<file path="src/rtl/sio_pkg.sv">
package sio_pkg;
  localparam int NCH   = 2;
  localparam int DW    = 8;
  localparam int TCW   = 2 * DW;
  localparam int REGW  = 4;
  localparam int MAXSH = 6;
  localparam int DIVW  = TCW + 1 + MAXSH;

  localparam logic [REGW-1:0] REG_STAT  = 4'd0;
  localparam logic [REGW-1:0] REG_SPEC  = 4'd1;
  localparam logic [REGW-1:0] REG_RXCTL = 4'd3;
  localparam logic [REGW-1:0] REG_MODE  = 4'd4;
  localparam logic [REGW-1:0] REG_TXCTL = 4'd5;
  localparam logic [REGW-1:0] REG_MRST  = 4'd9;
  localparam logic [REGW-1:0] REG_TCLO  = 4'd12;
  localparam logic [REGW-1:0] REG_TCHI  = 4'd13;

  localparam logic [2:0]    CMD_HIGH  = 3'd1;
  localparam logic [DW-1:0] MODE_RST  = 8'h04;
  localparam logic [DW-1:0] SPEC_BASE = 8'h06;

  typedef struct packed {
    logic            par_en;
    logic            par_even;
    logic [1:0]      stop_sel;
    logic [3:0]      char_len;
    logic [DIVW-1:0] clk_div;
    logic            tx_en;
    logic            rx_en;
  } line_cfg_t;

  function automatic logic [3:0] char_len_of(input logic [1:0] f);
    case (f)
      2'b00:   char_len_of = 4'd5;
      2'b01:   char_len_of = 4'd7;
      2'b10:   char_len_of = 4'd6;
      default: char_len_of = 4'd8;
    endcase
  endfunction

  function automatic logic [2:0] mult_shift(input logic [1:0] f);
    case (f)
      2'b00:   mult_shift = 3'd0;
      2'b01:   mult_shift = 3'd4;
      2'b10:   mult_shift = 3'd5;
      default: mult_shift = 3'd6;
    endcase
  endfunction
endpackage

</file>
<file path="src/rtl/sio_addr_dec.sv">
module sio_addr_dec (
  input  logic [1:0] addr,
  input  logic       swap,
  output logic       chan,
  output logic       is_data
);
  always_comb begin
    if (swap) begin
      is_data = addr[1];
      chan    = addr[0];
    end else begin
      is_data = addr[0];
      chan    = addr[1];
    end
  end
endmodule

</file>
<file path="src/rtl/sio_line_dec.sv">
module sio_line_dec
  import sio_pkg::*;
(
  input  logic [1:0]     par_bits,
  input  logic [1:0]     stop_bits,
  input  logic [1:0]     mult_bits,
  input  logic [1:0]     clen,
  input  logic           tx_on,
  input  logic           rx_on,
  input  logic [TCW-1:0] tc,
  output line_cfg_t      cfg
);
  logic [TCW:0] base;

  always_comb begin
    base         = {1'b0, tc} + (TCW+1)'(2);
    cfg.par_en   = par_bits[0];
    cfg.par_even = par_bits[1];
    cfg.stop_sel = stop_bits;
    cfg.char_len = char_len_of(clen);
    cfg.clk_div  = DIVW'(base) << mult_shift(mult_bits);
    cfg.tx_en    = tx_on;
    cfg.rx_en    = rx_on;
  end
endmodule

</file>
<file path="src/rtl/sio_chan.sv">
module sio_chan
  import sio_pkg::*;
(
  input  logic          clk,
  input  logic          rst_n,
  input  logic          soft_rst,
  input  logic          sel,
  input  logic          we,
  input  logic          is_data,
  input  logic [DW-1:0] wdata,
  output logic [DW-1:0] rdata,
  output logic          mrst_wr,
  input  logic          rx_push,
  input  logic [DW-1:0] rx_byte,
  output logic          rx_ready,
  output logic          tx_valid,
  output logic [DW-1:0] tx_data,
  output line_cfg_t     cfg
);
  logic [REGW-1:0] ptr_q, ptr_d;
  logic            rxon_q, rxon_d;
  logic [DW-1:0]   mode_q, mode_d;
  logic            txon_q, txon_d;
  logic [1:0]      clen_q, clen_d;
  logic [DW-1:0]   tclo_q, tclo_d;
  logic [DW-1:0]   tchi_q, tchi_d;
  logic            rxav_q, rxav_d;
  logic            txe_q, txe_d;
  logic            sent_q, sent_d;
  logic            txv_q, txv_d;
  logic [DW-1:0]   rxbuf_q, txd_q;
  logic            rxbuf_en, txd_en;

  logic ctl_wr, ctl_rd, dat_wr, dat_rd, rx_take;

  always_comb begin
    ctl_wr   = sel & we & ~is_data;
    ctl_rd   = sel & ~we & ~is_data;
    dat_wr   = sel & we & is_data;
    dat_rd   = sel & ~we & is_data;
    rx_ready = rxon_q & ~rxav_q;
    rx_take  = rx_push & rx_ready;
    mrst_wr  = ctl_wr & (ptr_q == REG_MRST) & ~soft_rst;
    rxbuf_en = rx_take & ~soft_rst;
    txd_en   = dat_wr & txon_q & ~soft_rst;
  end

  always_comb begin
    ptr_d  = ptr_q;
    rxon_d = rxon_q;
    mode_d = mode_q;
    txon_d = txon_q;
    clen_d = clen_q;
    tclo_d = tclo_q;
    tchi_d = tchi_q;
    rxav_d = rxav_q;
    txe_d  = txe_q;
    sent_d = sent_q;
    txv_d  = 1'b0;
    if (soft_rst) begin
      ptr_d  = '0;
      rxon_d = 1'b0;
      mode_d = MODE_RST;
      txon_d = 1'b0;
      clen_d = 2'b00;
      tclo_d = '0;
      tchi_d = '0;
      rxav_d = 1'b0;
      txe_d  = 1'b1;
      sent_d = 1'b1;
    end else begin
      if (ctl_wr) begin
        if (ptr_q == REG_STAT) begin
          ptr_d = {(wdata[5:3] == CMD_HIGH), wdata[2:0]};
        end else begin
          ptr_d = '0;
          case (ptr_q)
            REG_RXCTL: rxon_d = wdata[0];
            REG_MODE:  mode_d = wdata;
            REG_TXCTL: begin
              txon_d = wdata[3];
              clen_d = wdata[6:5];
            end
            REG_TCLO:  tclo_d = wdata;
            REG_TCHI:  tchi_d = wdata;
            default:   ;
          endcase
        end
      end
      if (ctl_rd) ptr_d = '0;
      if (dat_wr) begin
        if (txon_q) begin
          txv_d  = 1'b1;
          txe_d  = 1'b1;
          sent_d = 1'b1;
        end else begin
          txe_d  = 1'b0;
          sent_d = 1'b0;
        end
      end
      if (dat_rd)  rxav_d = 1'b0;
      if (rx_take) rxav_d = 1'b1;
    end
  end

  always_ff @(posedge clk or negedge rst_n) begin
    if (!rst_n) begin
      ptr_q  <= '0;
      rxon_q <= 1'b0;
      mode_q <= MODE_RST;
      txon_q <= 1'b0;
      clen_q <= 2'b00;
      tclo_q <= '0;
      tchi_q <= '0;
      rxav_q <= 1'b0;
      txe_q  <= 1'b1;
      sent_q <= 1'b1;
      txv_q  <= 1'b0;
    end else begin
      ptr_q  <= ptr_d;
      rxon_q <= rxon_d;
      mode_q <= mode_d;
      txon_q <= txon_d;
      clen_q <= clen_d;
      tclo_q <= tclo_d;
      tchi_q <= tchi_d;
      rxav_q <= rxav_d;
      txe_q  <= txe_d;
      sent_q <= sent_d;
      txv_q  <= txv_d;
    end
  end

  always_ff @(posedge clk or negedge rst_n) begin
    if (!rst_n) begin
      rxbuf_q <= '0;
      txd_q   <= '0;
    end else begin
      if (rxbuf_en) rxbuf_q <= rx_byte;
      if (txd_en)   txd_q   <= wdata;
    end
  end

  always_comb begin
    rdata = '0;
    if (is_data) begin
      rdata = rxbuf_q;
    end else begin
      case (ptr_q)
        REG_STAT: rdata = {1'b0, 1'b1, 3'b000, txe_q, 1'b0, rxav_q};
        REG_SPEC: rdata = SPEC_BASE | {7'b0, sent_q};
        REG_MODE: rdata = mode_q;
        REG_TCLO: rdata = tclo_q;
        REG_TCHI: rdata = tchi_q;
        default:  rdata = '0;
      endcase
    end
  end

  assign tx_valid = txv_q;
  assign tx_data  = txd_q;

  sio_line_dec u_line (
    .par_bits  (mode_q[1:0]),
    .stop_bits (mode_q[3:2]),
    .mult_bits (mode_q[7:6]),
    .clen      (clen_q),
    .tx_on     (txon_q),
    .rx_on     (rxon_q),
    .tc        ({tchi_q, tclo_q}),
    .cfg       (cfg)
  );
endmodule

</file>
<file path="src/rtl/dual_sio_regs.sv">
module dual_sio_regs
  import sio_pkg::*;
(
  input  logic                      clk,
  input  logic                      rst_n,
  input  logic                      addr_swap,
  input  logic                      bus_cs,
  input  logic                      bus_we,
  input  logic [1:0]                bus_addr,
  input  logic [DW-1:0]             bus_wdata,
  output logic [DW-1:0]             bus_rdata,
  input  logic [NCH-1:0]            rx_push,
  input  logic [NCH-1:0][DW-1:0]    rx_byte,
  output logic [NCH-1:0]            rx_ready,
  output logic [NCH-1:0]            tx_valid,
  output logic [NCH-1:0][DW-1:0]    tx_data,
  output logic [NCH-1:0]            par_en,
  output logic [NCH-1:0]            par_even,
  output logic [NCH-1:0][1:0]       stop_sel,
  output logic [NCH-1:0][3:0]       char_len,
  output logic [NCH-1:0][DIVW-1:0]  clk_div,
  output logic [NCH-1:0]            tx_en,
  output logic [NCH-1:0]            rx_en
);
  logic [1:0]             rst_sync_q;
  logic                   rst_n_i;
  logic                   chan_sel, is_data;
  logic [NCH-1:0]         mrst_wr;
  logic [NCH-1:0]         rst_pend_q, rst_pend_d;
  logic [NCH-1:0][DW-1:0] ch_rdata;
  line_cfg_t              cfg [NCH];

  always_ff @(posedge clk or negedge rst_n) begin
    if (!rst_n) rst_sync_q <= 2'b00;
    else        rst_sync_q <= {rst_sync_q[0], 1'b1};
  end
  assign rst_n_i = rst_sync_q[1];

  sio_addr_dec u_dec (
    .addr    (bus_addr),
    .swap    (addr_swap),
    .chan    (chan_sel),
    .is_data (is_data)
  );

  // Reset field: bit 7 -> channel A (index 0), bit 6 -> channel B (index 1)
  always_comb begin
    rst_pend_d[0] = (|mrst_wr) & bus_wdata[7];
    rst_pend_d[1] = (|mrst_wr) & bus_wdata[6];
  end

  always_ff @(posedge clk or negedge rst_n_i) begin
    if (!rst_n_i) rst_pend_q <= '0;
    else          rst_pend_q <= rst_pend_d;
  end

  for (genvar c = 0; c < NCH; c++) begin : g_ch
    sio_chan u_chan (
      .clk      (clk),
      .rst_n    (rst_n_i),
      .soft_rst (rst_pend_q[c]),
      .sel      (bus_cs & (chan_sel == 1'(c))),
      .we       (bus_we),
      .is_data  (is_data),
      .wdata    (bus_wdata),
      .rdata    (ch_rdata[c]),
      .mrst_wr  (mrst_wr[c]),
      .rx_push  (rx_push[c]),
      .rx_byte  (rx_byte[c]),
      .rx_ready (rx_ready[c]),
      .tx_valid (tx_valid[c]),
      .tx_data  (tx_data[c]),
      .cfg      (cfg[c])
    );
    assign par_en[c]   = cfg[c].par_en;
    assign par_even[c] = cfg[c].par_even;
    assign stop_sel[c] = cfg[c].stop_sel;
    assign char_len[c] = cfg[c].char_len;
    assign clk_div[c]  = cfg[c].clk_div;
    assign tx_en[c]    = cfg[c].tx_en;
    assign rx_en[c]    = cfg[c].rx_en;
  end

  assign bus_rdata = (bus_cs & ~bus_we) ? ch_rdata[chan_sel] : '0;
endmodule

</file>
<file path="config.mk">
export PLATFORM = sky130hd
export DESIGN_NAME = dual_sio_regs
export DESIGN_NICKNAME = d
export VERILOG_FILES = /design/src/rtl/sio_pkg.sv /design/src/rtl/sio_addr_dec.sv /design/src/rtl/sio_line_dec.sv /design/src/rtl/sio_chan.sv /design/src/rtl/dual_sio_regs.sv
export SDC_FILE = /design/constraint.sdc
export NUM_CORES = 1
export LEC_CHECK = 0
export BUFFER_PORTS_ARGS = -buffer_cell sky130_fd_sc_hd__buf_2
export CORE_ASPECT_RATIO = 1.5
export CORE_MARGIN = 2
export CORE_UTILIZATION = 45
export CTS_BUF_LIST = sky130_fd_sc_hd__clkbuf_16
export DETAILED_ROUTE_END_ITERATION = 10
export PLACE_DENSITY = 0.66
export SLEW_MARGIN = 20
export SYNTH_ARGS = -nofsm -noshare
export SYNTH_HDL_FRONTEND = slang
export SYNTH_HIERARCHICAL = 1
export SYNTH_SLANG_ARGS = --single-unit
</file>
<file path="constraint.sdc">
create_clock -name clk -period 3.9 [get_ports clk]
set_clock_uncertainty 0.15 [all_clocks]
set_input_delay 0.195 -clock clk [delete_from_list [all_inputs] [get_ports clk]]
set_output_delay 0.195 -clock clk [all_outputs]
set_load 0.005 [all_outputs]
</file>
# After elaboration in Yosys (flattened, before gate mapping)
# Index checks and enable logic that the tools add are counted.
# Widths: inputs -> output; s select.
# word_totals
reg_bits	106
input_bits	33
output_inout_bits	94
elab_cells	214
# classes
add_sub_neg	2
n_lt_le_gt_ge	1
eq_ne	25
shifts	2
muxes	85
bitwise	38
n_reduce_logical	35
# op_table
cell	count
$mux 8	29
$pmux 8 s5	2
$shl 17x3->23	2
$add 16x2->17 const B	2
$mux 1	34
$mux 4	8
$and 1x1->1	31
$reduce_and 3->1	10
$reduce_bool 2->1	14
$eq 4x4->1 const B	6
$pmux 4 s3	2
$pmux 3 s3	2
$eq 4x3->1 const B	4
$mux 2	8
$reduce_bool 3->1	4
$eq 2x1->1 const B	4
$eq 2x2->1 const B	4
$eq 4x1->1 const B	2
$eq 4x2->1 const B	2
$logic_not 2->1	4
$logic_not 4->1	2
$not 1->1	7
$ne 2x2->1 const B	2
$eq 3x1->1 const B	1
other kinds (2)	2

# Logic depth before layout (Yosys ltp)
# Gate-level depths: netlist (run 1).
# depth
depth_word	9
mapped_depth	8
mapped_depth_nobuf	6

# Modules after synthesis
# Netlist (run 1), hierarchy kept.
# modules_own_cells
mod	instances	cells_each	area_each_um2	seq_area_each_um2
sio_chan	2	221	2489.9	1278.7
sio_line_dec at g_ch[1].u_chan.u_line	1	148	1042.2	0.0
sio_line_dec at g_ch[0].u_chan.u_line	1	140	948.4	0.0
dual_sio_regs	1	28	267.8	100.1
sio_addr_dec	1	2	22.5	0.0

# Worst setup path before layout (run 1)
# OpenSTA, ideal clock, no wires.
# synth_timing
kind	flip-flop to output port
startpoint	reg g_ch[1].u_chan.tclo_q[1]
endpoint	out clk_div[35] (netlist name)
arrival_ns	1.801
path_slack_ns	1.754
stages_incl_launch_ff	7
path_buffers	0
cell_sequence	dfrtp_1 -> ha_1 -> nand4_4 -> or2_1 -> xnor2_1 -> mux2_2 -> a22o_1
# synth_rtl
element	line_no	source
from (decl)	sio_chan.sv:25	logic [DW-1:0] tclo_q, tclo_d;
from (signal assigned)	sio_chan.sv:125	tclo_q <= tclo_d;
to (decl)	dual_sio_regs.sv:21	output logic [NCH-1:0][DIVW-1:0] clk_div,

==> results.md, run 1 <==
* Fin nets at 902
* Routability Congestion at 0.9048
* R2r startpoint: g_ch[1].u_chan/ptr_q[3]$_DFFE_PN0P_
* Total number of vias at 6,123
* Netlist cell types at 76
* Fin Setup TNS at 0 ns
* Min-delay src: bus_wdata[7]
* Post-synth ARST share at 1.000
* First-pass GRT wire length at 32.13 mm
* Yosys reg bits at 106
* Hpwl dp at 15.03 mm
* Routed Antenna Nets at 0
* Post-CTS Repair Setup Buffers at 0
* PwrDens at 403.5 nW/um^2
* Top_reg_cell synth: dfrtp_1
* Final hold vios at 0
* EDFF count, synth at 0
* Total die area at 17,190 um^2
* Syn. warnings at 6
* CORE AREA at 15,700 um^2
* Largest area contributor in the netlist: dfrtp_1
* Largest net degree at the start of global routing at 41
* Post-cts sizing count at 0
* Hold Crit Class: in2reg
* Simple-Gate Fraction of Synth Area at 0.2163
* CTS HTree Levels at 3
* Area growth, synth to finish at 15.47%
* FP Rows at 56
* Main area contributors after synthesis: dfrtp_1 (35%), mux2i_1 (12%), mux2_2 (6.2%)
* Crit Path Class: reg2out
* RSZ-0062 raised after global routing: no
* Deepest clock path buffer count at 2
* Main combinational cell family by area after synthesis: simple AND/OR/NAND/NOR gates
* Clk root buf: clkbuf_16
* CP endpoint: clk_div[36]
* Filler cells at 1,448
* Clock transition at path regs at 0.07 ns
* Outcome: completed
* Most frequent cells after synthesis: dfrtp_1 (102), nor2_1 (97), mux2i_1 (84), nand2_1 (52), mux2_2 (40)
* Worst rel slew slack at 0.4686
* Layout cell share with drive strength beyond 1 at 0.2771
* Switching Fraction at 0.3447
* Synth Instances at 760
* Gate power share at 0.294
* Die W at 107.7 um
* Mapped Avg Cell Area at 9.554 um^2
* Syn nets at 801
* Final setup fails at 0
* Worst Path Required at 3.56 ns
* Clock buffer count from CTS at 9
* NetSw at 1.166 mW
* CP Capture Type: output pin
* Initial antenna violation count at 2
* Crit path from: g_ch[1].u_chan/tclo_q[1]$_DFFE_PN0P_
* Tightest Pin Transition at 0.7911 ns
* Clk Latency, worst-skew pair at 0.35 ns
* Reg2Reg Depth at 4
* Routed len/inst at 19.24 um
* Fmax at 338.4 MHz
* Worst r2r dst: g_ch[1].u_chan/tchi_q[0]$_DFFE_PN0P_
* Clock network power share at 0.272
* Pint at 2.217 mW
* Initial Utilization at 0.4626
* Vias in the first global route at 6,076
* Cell Area, Synth at 7261 um^2
* Die H at 159.6 um
* # DRC at 0
* Final period utilization at 0.7577
* Peak supply drop at 0.0002102 V
* Complex-gate fraction of the synthesized area at 0.1108
* # IOs at 127
* Min Clock Period, post-route at 2.955 ns
* Clock sinks at 106
* CTS tree: done
* Via/cell ratio at 5.717
* Slew Limit Fails at 0
* Port Buffers at 126
* Drt pass-1 iters at 5
* Area fraction of the dominant cell type after synthesis at 0.3515
* Critical Path AT at 2.61 ns
* Mux share of post-synthesis cell area at 0.1996
* Sequential Power Share at 0.434
* Hold WS at 0.08997 ns
* Total track usage at 0.2385
* Setup crit start kind: register
* Register area share after synthesis at 0.3660
* Drt initial violations at 379
* Reg2Reg Setup Slack at 1.53 ns
* Post-Synth XOR/XNOR Area at 0.03481
* LEAKAGE at 4.034 nW
* CP max FO at 9
* Total power at 3.383 mW
* Max cap viols at 0
* Post-Route WL at 20.61 mm
* Most frequent cell after synthesis: dfrtp_1
* Global route overflow at 0
* Adder-Cell Fraction of Synth Area at 0.01379
layer usage:
layer  vias to the layer above  global-route usage  routed length (um)
li1                       2923                   -                   -
met1                      2999              0.2681                7890
met2                       156              0.4403               11340
met3                        45             0.02333                 530
met4                         0              0.1142                 848
met5                         -                   0                   0
metrics by stage:
stage          instance area, um^2    util  setup WS, ns  cells
6_report                      8384  0.5342        0.9451   1071
5_1_grt                       8384  0.5342        0.8265   1071
3_3_place_gp                  7888  0.5026         1.357   1035
2_1_floorplan                 7261       -        0.5855    760
4_1_cts                       8379  0.5339        0.9702   1069
3_5_place_dp                  7888  0.5026         1.353   1035
timing repair:
item,in CTS,in global routing
hold buffers,18,0
endpoints found under the setup margin,0,0
endpoints found under the hold margin,18,0
power by group through the flow:
| stage | clock (mW) | combinational [mW] | sequential [mW] |
|---|---|---|---|
| after floorplan | 0 | 0.767 | 1.38 |
| after global placement | 0 | 0.962 | 1.48 |
| after detailed placement | 0 | 0.977 | 1.49 |
| after CTS | 0.942 | 0.999 | 1.47 |
| after global routing | 0.990 | 1.09 | 1.49 |
| final | 0.919 | 0.995 | 1.47 |
worst min-delay path by stage:
stage / endpoint / slack [ns] / cells past startpoint
finish: rst_pend_q[0]$_DFF_PN0_ / 0.09 / 2
global route: rst_pend_q[0]$_DFF_PN0_ / 0.08 / 2
CTS: rst_pend_q[0]$_DFF_PN0_ / 0.08 / 2
detailed placement: rst_sync_q[0]$_DFF_PN0_ / -0.17 / 1
global placement: rst_sync_q[0]$_DFF_PN0_ / -0.17 / 1
floorplan: rst_sync_q[0]$_DFF_PN0_ / -0.25 / 0
worst max-delay path, stage by stage, from the launching register on:
cell and delay (ns):
dfrtp_1 0.57, ha_1 0.32, nand4_4 0.22, nor3_2 0.23, xor2_1 0.38, nor2_1 0.07, o32ai_1 0.30, buf_2 0.17
cell families (layout without fill, tap and decap cells):
group           Yosys count  after routing
simple gates            284            284
mux                     131            131
compound gates          115            115
flops                   106            106
buf+inv                  87            193
xor+xnor                 28             28
fa+ha+maj                 8              8
other cells               1              3
area by class of cell:
cell class / count / area [um^2] / area share
diodes: 2 / 5.005 / 0.0005969
flip-flops and latches: 106 / 2661 / 0.3174
well taps: 203 / 254.0 / 0.03029
multi-input cells: 567 / 4180 / 0.4986
inverters: 23 / 86.33 / 0.01030
repair buffers: 154 / 885.9 / 0.1057
clock buffers: 9 / 225.2 / 0.02686
clock inverters: 7 / 86.33 / 0.01030
placed cells by master (no fill, tap or decap), drive strengths merged, types with 5 or more instances in the layout:
cell / n
buf: 136
dfrtp: 102
nor2: 98
mux2i: 84
nand2: 55
mux2: 40
o21ai: 31
nand3: 25
inv: 24
nor3: 19
a21oi: 18
dlygate4sd3: 18
nand4: 16
xnor2: 15
nor2b: 14
xor2: 13
a22o: 11
and3: 10
clkbuf: 9
a2bb2oi: 9
ha: 8
nand2b: 7
mux4: 7
nand3b: 7
nor4: 7
nor4b: 6
clkinv: 6
o22ai: 5
o32ai: 5
flip-flops by register name (all words and copies together) (netlist names):
register and count:
g_ch.u_chan/tclo_q 16, g_ch.u_chan/rxav_q 2, g_ch.u_chan/tx_data 16, g_ch.u_chan/rxbuf_q 16, rst_sync_q 2, g_ch.u_chan/rxon_q 2
g_ch.u_chan/clen_q 4, g_ch.u_chan/sent_q 2, g_ch.u_chan/mode_q 16, rst_pend_q 2, g_ch.u_chan/tchi_q 16, g_ch.u_chan/txon_q 2
g_ch.u_chan/tx_valid 2, g_ch.u_chan/ptr_q 8
No activity file was read; power rests on OpenSTA's default activity.
==> run 2: changes to the inputs <==
PLACE_DENSITY = 0.69   (was 0.66)
clock period = 2.7 ns   (was 3.9 ns; I/O delays follow)
==> run 2 against run 1 <==
  * First-iteration DRC count increased by 20%
  * Critical path type unchanged
  * Wire length decreased by 3.3%
  * Critical path depth did not move
  * Critical endpoint is now bus_rdata[2]
  * Count of clock-buffer cells in the layout stayed put
  * Flip-flop and latch count unchanged
  * Final cell count rose by 1.0%
  * Setup slack got worse by 0.82 ns
==> results.md, run 2 (synthesis results as in run 1) <==
* Most frequent cells in the layout: buf_2 (126), nor2_1 (97), dfrtp_1 (97)
* Clock buffer count from CTS at 9
* Fmax at 387.8 MHz
* Hpwl dp at 14.36 mm
* Routed Antenna Nets at 0
* Antenna diodes at 0
* Fin Setup TNS at 0 ns
* R2r startpoint: g_ch[0].u_chan/ptr_q[2]$_DFFE_PN0P_
* Layout cell share with drive strength beyond 1 at 0.2958
* Clk Latency, worst-skew pair at 0.34 ns
* First-pass GRT wire length at 31.71 mm
* Die H at 159.6 um
* Initial Utilization at 0.4626
* Post-layout util at 0.5430
* Non-filler instance count after layout at 1,082
* Vias in the first global route at 6,104
* Peak supply drop at 0.0003351 V
* Port Buffers at 126
* Finished Cell Area at 8523 um^2
* Critical Path AT at 2.29 ns
* Drt pass-1 iters at 4
* CP Capture Type: output pin
* Slack of the critical path at 0.1210 ns
* Outcome: completed
* Fin nets at 915
* Worst rel slew slack at 0.5984
* Drt initial violations at 455
* Clk root buf: clkbuf_16
* Worst r2r dst: g_ch[0].u_chan/tchi_q[7]$_DFFE_PN0P_
* Global route overflow at 0
* Hold WS at 0.01920 ns
* Total die area at 17,190 um^2
* Final period utilization at 0.9552
* Deepest clock path buffer count at 2
* PwrDens at 580.1 nW/um^2
* Hold endpoint: rst_pend_q[0]$_DFF_PN0_
* Cell Area, Placed at 8010 um^2
* Post-Route WL at 19.92 mm
* # IOs at 127
* RSZ-0062 raised after global routing: no
* Dpl ws at 0.3653 ns
* Placed cells at 1,048
* Largest net degree at the start of global routing at 46
* Total track usage at 0.2310
* Min-delay src: bus_wdata[7]
* Reg2Reg Setup Slack at 0.58 ns
* Reg2Reg Depth at 4
* Die W at 107.7 um
* Routability Congestion at 0.8664
* Worst Path Required at 2.41 ns
* Hold Crit Class: in2reg
* Area growth, synth to finish at 17.39%
* CTS HTree Levels at 3
* Tightest Pin Transition at 0.6024 ns
* Setup crit start kind: register
* CORE AREA at 15,700 um^2
* CP max FO at 16
* Total number of vias at 6,216
* Final hold vios at 0
* LEAKAGE at 4.107 nW
* Max cap viols at 0
* Via/cell ratio at 5.745
* Commonest non-fill, non-tap cell in the layout: buf_2
* Total power at 4.945 mW
* # DRC at 0
* CTS tree: done
* Clock transition at path regs at 0.07 ns
* Initial antenna violation count at 0
* Slew Limit Fails at 0
* Min Clock Period, post-route at 2.579 ns
* Final setup fails at 0
* Crit Path Class: reg2out
* Clock sinks at 106
* Routed len/inst at 18.41 um
* Cell depth of the worst hold path at 2
* FP Rows at 56
==> run 2: worst max-delay path: stages (launching register included) <==
cell	delay [ns]
dfrtp_1	0.67
mux2_2	0.40
a22oi_1	0.13
o21ai_0	0.18
a22o_1	0.25
mux2i_1	0.14
nor2_1	0.05
buf_2	0.13
==> run 2: worst max path at each step <==
stage | from | endpoint | slack [ns] | cells after the start
floorplan | g_ch[1].u_chan/tclo_q[1]$_DFFE_PN0P_ | clk_div[35] | 0.61 | 6
global placement | addr_swap | g_ch[0].u_chan/tchi_q[6]$_DFFE_PN0P_ | 0.37 | 7
detailed placement | addr_swap | g_ch[0].u_chan/tchi_q[7]$_DFFE_PN0P_ | 0.37 | 7
CTS | g_ch[1].u_chan/ptr_q[3]$_DFFE_PN0P_ | bus_rdata[0] | 0.13 | 8
global route | g_ch[1].u_chan/ptr_q[2]$_DFFE_PN0P_ | bus_rdata[0] | 0.003 | 7
finish | g_ch[0].u_chan/ptr_q[2]$_DFFE_PN0P_ | bus_rdata[2] | 0.12 | 7
==> run 2: report_power, final <==
group	total [mW]	internal [mW]	switching [mW]
sequential	2.10	1.83	0.267
combinational	1.48	0.733	0.749
clock	1.36	0.737	0.626
==> run 2: final cells by class <==
class                   count  area (um^2)
clock inverters             7        81.33
multi-input cells         567         4202
well taps                 203        254.0
repair buffers            167         1008
flip-flops and latches    106         2666
inverters                  23        86.33
clock buffers               9        225.2
fillers                  1464         7172
==> run 2: what timing repair did <==
item                                   in CTS  in global routing
endpoints found under the hold margin      18                  0
setup endpoints to repair                   0                  7
gates resized for setup                     0                  7
hold buffers                               18                  0
buffers inserted                            0                  0
==> run 2: metal layers <==
metal | GRT usage | vias up | share of wire
li1 | - | 2940 | -
met1 | 0.2728 | 3034 | 0.39
met2 | 0.4131 | 192 | 0.54
met3 | 0.02661 | 50 | 0.039
met4 | 0.1031 | 0 | 0.039
met5 | 0 | - | 0
==> run 3: changes to the inputs <==
CORE_UTILIZATION = 28   (was 45)
PLACE_DENSITY = default   (was 0.69)
==> run 3 against run 2 <==
  * Combinational power hardly changed
  * Power down 1.8%
  * Wire length up 11%
  * Clock power fell by 8%
  * Sequential share of layout area down 0.41 points
  * Worst hold slack improved by 0.011 ns
  * Die area rose by 59%
  * Fmax about the same
  * Via count down 1.1%
  * Register-to-register slack gained 0.05 ns
  * Final cell count up 12%
  * Critical path depth did not move
  * Largest cell class unchanged
==> results.md, run 3 (synthesis results as in run 1) <==
* Fmax at 387.6 MHz
* Fin Setup TNS at 0 ns
* Final setup fails at 0
* Initial antenna violation count at 0
* Clk Latency, worst-skew pair at 0.35 ns
* Hold WS at 0.02989 ns
* Post-Route WL at 22.16 mm
* Crit path from: g_ch[1].u_chan/tclo_q[2]$_DFFE_PN0P_
* Hold Crit Class: in2reg
* Routing usage on met3 at 0.02293
* Total power at 4.856 mW
* Sequential Power Share at 0.431
* Hpwl dp at 16.44 mm
* Total number of vias at 6,149
* Outcome: completed
* Deepest clock path buffer count at 2
* CP Capture Type: output pin
* Commonest non-fill, non-tap cell in the layout: buf_2
* Worst Path Required at 2.41 ns
* # IOs at 127
* Reg2Reg Depth at 4
* Reg2Reg Setup Slack at 0.63 ns
* Largest net degree at the start of global routing at 49
* First-pass GRT wire length at 34.62 mm
* LEAKAGE at 4.081 nW
* Clk root buf: clkbuf_16
* Gate power share at 0.310
* Cell depth of the worst hold path at 2
* Peak supply drop at 0.0003398 V
* Routed len/inst at 18.28 um
* Worst rel slew slack at 0.5905
* Antenna diodes at 0
* Pint at 3.199 mW
* CP max stage delay at 0.45 ns
* Via/cell ratio at 5.073
* RSZ-0062 raised after global routing: no
* Total track usage at 0.1634
* Vias in the first global route at 6,115
* Die W at 135.5 um
* Crit Path Class: reg2out
* FP Rows at 72
* Worst r2r dst: g_ch[1].u_chan/tchi_q[6]$_DFFE_PN0P_
* Final period utilization at 0.9554
* Area growth, synth to finish at 19.21%
* Most frequent cells in the layout: buf_2 (126), nor2_1 (96), dfrtp_1 (92)
* CP max stage cell: dfrtp_2
* GR Util met2 at 0.3022
* # DRC at 0
* Clock transition at path regs at 0.08 ns
* CORE AREA at 25,670 um^2
* Total die area at 27,260 um^2
* Slew Limit Fails at 0
* R2r startpoint: g_ch[1].u_chan/ptr_q[0]$_DFFE_PN0P_
* Die H at 201.2 um
* NetSw at 1.657 mW
* CTS tree: done
* Drt pass-1 iters at 5
* Layout cell share with drive strength beyond 1 at 0.3003
* Non-filler instance count after layout at 1,212
* Port Buffers at 126
* Post-layout util at 0.3371
* PwrDens at 561.0 nW/um^2
* Final hold vios at 0
* Max cap viols at 0
* Drt initial violations at 368
* Filler cells at 2,663
* Setup crit start kind: register
* Critical Path AT at 2.29 ns
* Tightest Pin Transition at 0.6124 ns
* Min Clock Period, post-route at 2.580 ns
* Gr busiest metal: met2
* Switching Fraction at 0.3412
* Global Route met1 Usage at 0.1818
* Clock network power share at 0.258
* CP max FO at 9
* Global route overflow at 0
* Clock sinks at 106
* Initial Utilization at 0.2828
* CP endpoint: clk_div[38]
* CTS HTree Levels at 3
* Routability Congestion at 0.8566
* Clock buffer count from CTS at 9
* Routed Antenna Nets at 0
* Fin nets at 915
* Cell Chain, Critical Path: ha_4 -> nand4_4 -> nor3_2 -> xor2_1 -> nor2_1 -> o311ai_1 -> buf_2
* Placed cells at 1,178
* Min-delay src: bus_wdata[7]
-- run 3: changes by cell type in the layout (fill, tap and decap cells not counted), moves of 2 or more --
cell,delta
dfrtp_1,-5
dfrtp_2,+5
clkinv_4,+2
inv_6,-2
-- run 3: cell type report --
class	instances	area (um^2)	share of cell area
Multi-Input combinational cell	567	4205	0.4858
Sequential cell	106	2673	0.3088
Timing Repair Buffer	167	996.0	0.1151
Tap cell	333	416.7	0.04814
Clock buffer	9	225.2	0.02602
Inverter	23	86.33	0.009974
Clock inverter	7	53.80	0.006216
-- run 3: per-stage QoR --
| stage | worst slack, ns | area, um^2 |
|---|---|---|
| after floorplan | 0.6143 | 7262 |
| after global placement | 0.3332 | 8160 |
| after detailed placement | 0.3152 | 8160 |
| after CTS | 0.009766 | 8623 |
| after global routing | 0.002059 | 8656 |
| final | 0.1203 | 8656 |
-- run 3: critical path, delay by kind of cell (launching register included) --
family | cells | cell delay [ns]
buf+inv | 1 | 0.16
fa+ha+maj | 1 | 0.18
simple gates | 3 | 0.55
flops | 1 | 0.45
compound gates | 1 | 0.28
xor+xnor | 1 | 0.33
-- run 3: timing repair --
item	in CTS	in global routing
buffers inserted	0	0
hold endpoints to repair	18	0
pin swaps	0	0
setup endpoints to repair	6	17
resized for setup	2	12
hold buffers	18	0
-- run 3: power groups by stage --
| stage | Clock, mW | Sequential [mW] | Combinational [mW] |
|---|---|---|---|
| 5_1_grt | 1.35 | 2.13 | 1.67 |
| 3_3_place_gp | 0 | 2.12 | 1.47 |
| 6_report | 1.25 | 2.09 | 1.51 |
| 2_1_floorplan | 0 | 2.00 | 1.11 |
| 4_1_cts | 1.29 | 2.09 | 1.52 |
| 3_5_place_dp | 0 | 2.13 | 1.49 |
-- run 3: how the worst min path moves through the flow --
stage | endpoint | slack, ns
floorplan | rst_sync_q[0]$_DFF_PN0_ | -0.31
global placement | rst_sync_q[0]$_DFF_PN0_ | -0.23
detailed placement | rst_sync_q[0]$_DFF_PN0_ | -0.23
CTS | rst_pend_q[0]$_DFF_PN0_ | 0.02
global route | rst_pend_q[0]$_DFF_PN0_ | 0.02
finish | rst_pend_q[0]$_DFF_PN0_ | 0.03
-- run 3: layer usage --
metal  wire (um)  vias up  share of wire
met3         799       38          0.036
met2       12040      137           0.54
met1        8458     3042           0.38
met5           0        -              0
met4         865        0          0.039
li1            -     2932              -
